### src/rtl/vid_timing_meter.sv
`timescale 1ns/1ps
module vid_timing_meter #(
  parameter int CNT_W   = 16,
  parameter int SYNC_TO = 60000
) (
  input  logic             clk,
  input  logic             rst_n,
  input  logic             link_locked,
  input  logic             clk_ok,
  input  logic             hs_in,
  input  logic             vs_in,
  input  logic             de_in,
  input  logic [CNT_W-1:0] de_limit,
  output logic [CNT_W-1:0] act_width,
  output logic [CNT_W-1:0] act_height,
  output logic [CNT_W-1:0] hs_width,
  output logic [CNT_W-1:0] vs_width,
  output logic [CNT_W-1:0] h_back,
  output logic [CNT_W-1:0] h_front,
  output logic [CNT_W-1:0] v_back,
  output logic [CNT_W-1:0] v_front,
  output logic [1:0]       hs_code,
  output logic [1:0]       vs_code,
  output logic             stream_ok
);
  localparam logic [CNT_W-1:0] ONE = CNT_W'(1);
  localparam logic [CNT_W-1:0] TO  = CNT_W'(SYNC_TO);

  logic [1:0] raw, raw_q, act, act_q;
  logic [3:0] pol_v;
  logic       de_q;

  assign raw = {vs_in, hs_in};

  for (genvar g = 0; g < 2; g++) begin : g_sync
    logic [CNT_W-1:0] run, hi_len, lo_len;
    logic [1:0]       seen;
    logic [1:0]       code;

    always_ff @(posedge clk or negedge rst_n)
      if (!rst_n) begin
        run    <= '0;
        hi_len <= '0;
        lo_len <= '0;
        seen   <= '0;
      end else if (raw[g] != raw_q[g]) begin
        run <= '0;
        if (raw_q[g]) hi_len <= run + ONE;
        else          lo_len <= run + ONE;
        if (seen != 2'd2) seen <= seen + 2'd1;
      end else if (run != '1) begin
        run <= run + ONE;
      end

    assign code = (seen != 2'd2 || run >= TO) ? 2'd2 :
                  (hi_len < lo_len) ? 2'd1 : 2'd0;
    assign pol_v[2*g +: 2] = code;
    assign act[g] = (code == 2'd1) ? raw[g] :
                    (code == 2'd0) ? ~raw[g] : 1'b0;
  end

  assign hs_code = pol_v[1:0];
  assign vs_code = pol_v[3:2];

  logic hs_rise, hs_fall, vs_rise, vs_fall, de_rise, de_fall, frame_end;
  assign hs_rise   = act[0] & ~act_q[0];
  assign hs_fall   = ~act[0] & act_q[0];
  assign vs_rise   = act[1] & ~act_q[1];
  assign vs_fall   = ~act[1] & act_q[1];
  assign de_rise   = de_in & ~de_q;
  assign de_fall   = ~de_in & de_q;
  assign frame_end = vs_rise;

  logic [CNT_W-1:0] pcnt, lcnt, vfp_cnt, hgt_cnt, de_cnt;
  logic [CNT_W-1:0] s_hsw, s_hbp, s_wid, s_hfp, s_vsw, s_vbp;
  logic             line_act, frame_act;

  always_ff @(posedge clk or negedge rst_n)
    if (!rst_n) begin
      raw_q <= '0; act_q <= '0; de_q <= 1'b0;
      pcnt <= '0; lcnt <= '0; vfp_cnt <= '0; hgt_cnt <= '0; de_cnt <= '1;
      s_hsw <= '0; s_hbp <= '0; s_wid <= '0; s_hfp <= '0; s_vsw <= '0; s_vbp <= '0;
      line_act <= 1'b0; frame_act <= 1'b0;
      act_width <= '0; act_height <= '0; hs_width <= '0; vs_width <= '0;
      h_back <= '0; h_front <= '0; v_back <= '0; v_front <= '0;
    end else begin
      raw_q <= raw;
      act_q <= act;
      de_q  <= de_in;

      de_cnt <= (de_rise | de_fall) ? '0 : de_cnt + CNT_W'(de_cnt != '1);
      pcnt   <= (hs_rise | hs_fall | de_rise | de_fall) ? '0 : pcnt + CNT_W'(pcnt != '1);

      if (hs_fall) s_hsw <= pcnt + ONE;
      if (de_fall) s_wid <= pcnt + ONE;
      if (de_rise) begin
        s_hbp    <= pcnt + ONE;
        line_act <= 1'b1;
        hgt_cnt  <= hgt_cnt + ONE;
        if (!frame_act) begin
          s_vbp     <= lcnt;
          frame_act <= 1'b1;
        end
      end
      if (hs_rise) begin
        if (line_act) s_hfp <= pcnt + ONE;
        line_act <= 1'b0;
      end

      if (vs_rise | vs_fall) lcnt <= '0;
      else if (hs_rise)      lcnt <= lcnt + ONE;
      if (vs_fall) s_vsw <= lcnt + ONE;

      if (de_fall)      vfp_cnt <= '0;
      else if (hs_rise) vfp_cnt <= vfp_cnt + ONE;

      if (frame_end) begin
        act_width  <= s_wid;
        act_height <= hgt_cnt;
        hs_width   <= s_hsw;
        vs_width   <= s_vsw;
        h_back     <= s_hbp;
        h_front    <= s_hfp;
        v_back     <= s_vbp;
        v_front    <= vfp_cnt;
        hgt_cnt    <= '0;
        frame_act  <= 1'b0;
      end
    end

  assign stream_ok = link_locked & clk_ok & (de_cnt < de_limit);
endmodule

### config.mk
export PLATFORM = sky130hd
export DESIGN_NAME = vid_timing_meter
export DESIGN_NICKNAME = d
export VERILOG_FILES = /design/src/rtl/vid_timing_meter.sv
export SDC_FILE = /design/constraint.sdc
export NUM_CORES = 1
export LEC_CHECK = 0
export BUFFER_PORTS_ARGS = -buffer_cell sky130_fd_sc_hd__buf_2
export CORE_ASPECT_RATIO = 0.9
export CORE_MARGIN = 5
export CORE_UTILIZATION = 45
export DETAILED_ROUTE_END_ITERATION = 16
export GPL_TIMING_DRIVEN = 1
export PLACE_DENSITY = 0.61
export REMOVE_ABC_BUFFERS = 1
export SYNTH_ARGS = -nofsm -noshare
export SYNTH_HDL_FRONTEND = slang
export SYNTH_SLANG_ARGS = --single-unit
### constraint.sdc
create_clock -name clk -period 3.3 [get_ports clk]
set_input_delay 0.66 -clock clk [delete_from_list [all_inputs] [get_ports clk]]
set_output_delay 0.66 -clock clk [all_outputs]
set_load 0.02 [all_outputs]
==> impl_metrics.yaml <==
synth:
  ys.flop_type: "dfrtp_1"
  ys_async_sr_fraction_pct: 100
  synth-seq-cells: 411
  ys_seq_area_share_pct: 57.0
  syn_inst: 1592
  synth_top_area_share_pct: 54.7
  yosysWarnings: 0
  syn_avg_cell_area_um2: 11.3
  synth_cell_type_count: 49
  mappedNetlistArea_um2: 18100
  post-synth-top-area-cell: "dfrtp_1"
  netlist_top_cells_area: "dfrtp_1 (55%), mux2_2 (9.6%), ha_1 (4.8%)"
  synth_edf_count: 0
route:
  wl_per_cell_um: 16.9
  wl_um: 39200
  vias_per_cell: 5.14
  via_count: 11900
  drtAntennaViolNets: 0
  drt_pass1_iterations: 5
  drt_iter0_drc: 699
  drc: 0
cells_and_area:
  drive_above_1_share_pct: 24.9
  fin_nets: 1846
  seqCellArea_um2: 10300
  multi_input_area_um2: 7280
  fill_cells: 3476
  syn2layout_area_growth_pct: 17.1
clock_tree:
  cts_buffer_depth: 3
  clock-root-buffer: "clkbuf_16"
  cts_sinks: 411
  clock_latency_ns: 0.57
  tritoncts: "built"
  numCtsBuffers: 43
  cts_setup_buffers: 0
  cts.htree.levels: 2
  clk_pin_slew_ns: 0.06
place:
  hpwlAfterDp_um: 27000
  numPortBuffers: 155
  place.gp.congestion: 0.834
  pre_cts_ws_ns: 0.119
worst_setup_path:
  critPathRequiredTime_ns: 2.64
  start_kind: "flip-flop"
  worstSetupPathType: "flip-flop to output port"
  cp-end-kind: "output port"
  arrival_ns: 2.54
  rrSetupSlack_ns: 0.16
  path_max_fanout: 3
floorplan:
  die_w_um: 221
  rows: 69
  die_h_um: 200
  ios: 156
  core-area_um2: 39600
  dieArea_um2: 44300
  start_util_pct: 45.6
timing:
  relSlewSlack_pct: 40.8
  min_period_over_period_pct: 97.0
  hold_violations: 0
  worst_slack_ns: 0.0995
  report.final.slew_viol_count: 0
  fin_worst_skew_ns: 0.0248
  tightest_slew_ns: 0.889
  whs_ns: 0.122
  fmax_mhz: 312
  setup_viol: 0
  period_minus_slack_ns: 3.20
power:
  finalPower_w: 0.0155
  leakage_nw: 10.1
  ir_drop_v: 0.000612
  power_density_nw_per_um2: 731
worst_hold_path:
  hold_class: "input port to async pin"
global_route:
  grt_first_pass_wirelength_um: 64500
  grt_max_degree: 87
  antenna_found_initial: 1
  grt_pass1_vias: 12300
  track_usage_pct: 17.7
  grt-ovfl-total: 0
run:
  drv_cap: 0
status:
  status: "finished, final reports clean"
[final timing paths]
path | depth (start not counted) | start | end
max reg2reg | 13 | g_sync[0].lo_len[4] | vfp_cnt[10]
min reg2reg | 2 | s_hfp[9] | s_hfp[9]
min in group clk | 1 | de_in | de_q
max in group asynchronous | 2 | rst_n | h_front[13]
max | 6 | g_sync[1].hi_len[9] | vs_code[0]
min | 1 | rst_n | g_sync[0].lo_len[11]
[layout make-up]
type | instances | share of cell area (%)
Tap cell | 532 | 3.15
Timing Repair Buffer | 185 | 5.32
Clock buffer | 66 | 6.21
Clock inverter | 13 | 0.875
Antenna cell | 1 | 0.0118
Multi-Input combinational cell | 1039 | 34.4
Sequential cell | 411 | 48.7
Inverter | 74 | 1.31
[cell usage in the layout (no fill, tap or decap), drive strengths merged, types with 7 or more instances in the layout]
| cell type | instances |
|---|---|
| dfrtp | 395 |
| nor2 | 199 |
| buf | 185 |
| mux2 | 154 |
| a21oi | 147 |
| inv | 75 |
| nand2 | 72 |
| xnor2 | 69 |
| ha | 69 |
| clkbuf | 66 |
| xor2 | 57 |
| nand3 | 47 |
| o21ai | 40 |
| nand4 | 35 |
| and2 | 34 |
| dfstp | 16 |
| and3 | 15 |
| nor3 | 15 |
| and4 | 13 |
| or3 | 8 |
| mux2i | 8 |
| a21o | 7 |
| nor4 | 7 |
[Yosys cell counts, types with 6 or more instances]
library cell and instances:
xnor2_1 69, nor3_1 14, clkbuf_1 47, mux2i_1 8, a21boi_0 6, dfrtp_1 395
ha_1 69, nand4_1 35, xor2_1 57, a21o_1 7, inv_1 74, and4_1 13
a21oi_1 147, and3_1 15, nor2_1 199, nand3_1 46, nand2_1 72, mux2_2 154
o21ai_0 39, buf_2 14, or3_1 8, and2_1 33, dfstp_2 16
[per-stage QoR]
step	instance area, um2	std cells	setup TNS [ns]	util, %
2_1_floorplan	17800	1524	-314.71	-
3_3_place_gp	19600	2241	0	49.4
3_5_place_dp	19600	2241	0	49.4
4_1_cts	21100	2320	0	53.2
5_1_grt	21200	2321	-0.0509	53.4
6_report	21200	2321	0	53.4
[worst max-delay path: stages (launching register included)]
cell,delay [ns]
dfrtp_1,0.39
ha_1,0.33
a211o_1,0.26
a21oi_1,0.19
a21boi_0,0.20
nor4_2,0.38
buf_2,0.24
[timing repair]
action,CTS,global route
setup endpoints to repair,1,27
pin swaps,0,2
hold buffers,0,0
resized for setup,1,15
[metal layers]
metal  routed length (um)  track usage (%)  up-vias
li1                     -                -     5753
met1                18800             25.4     5928
met2                17700             27.4      188
met3                 1650             3.54       64
met4                 1030             5.76        0
met5                    0                0        -
[cells by family after synthesis]
group           after synthesis  synth area share (%)
compound gates              225                  6.86
xor+xnor                    126                  6.11
fa+ha+maj                    69                  4.78
buf+inv                     142                  3.08
flops                       411                  57.0
mux                         162                  10.0
simple gates                457                  12.1
[report_power, final]
group	internal (W)	switching, W	leakage, nW
clock	0.00306	0.00200	0.734
sequential	0.00605	0.000657	5.26
combinational	0.00159	0.00211	4.09
total	0.0107	0.00476	10.1
[sequential cells by signal (all words and copies together), names as in the netlist, 4 cells and up]
register,count
s_vbp,16
s_hfp,16
s_vsw,16
v_back,16
g_sync.seen,4
de_cnt,16
v_front,16
g_sync.run,32
h_back,16
act_height,16
g_sync.hi_len,32
hgt_cnt,16
vs_width,16
s_wid,16
pcnt,16
s_hsw,16
vfp_cnt,16
hs_width,16
s_hbp,16
act_width,16
lcnt,16
g_sync.lo_len,32
h_front,16
No activity file was read; power rests on OpenSTA's default activity.
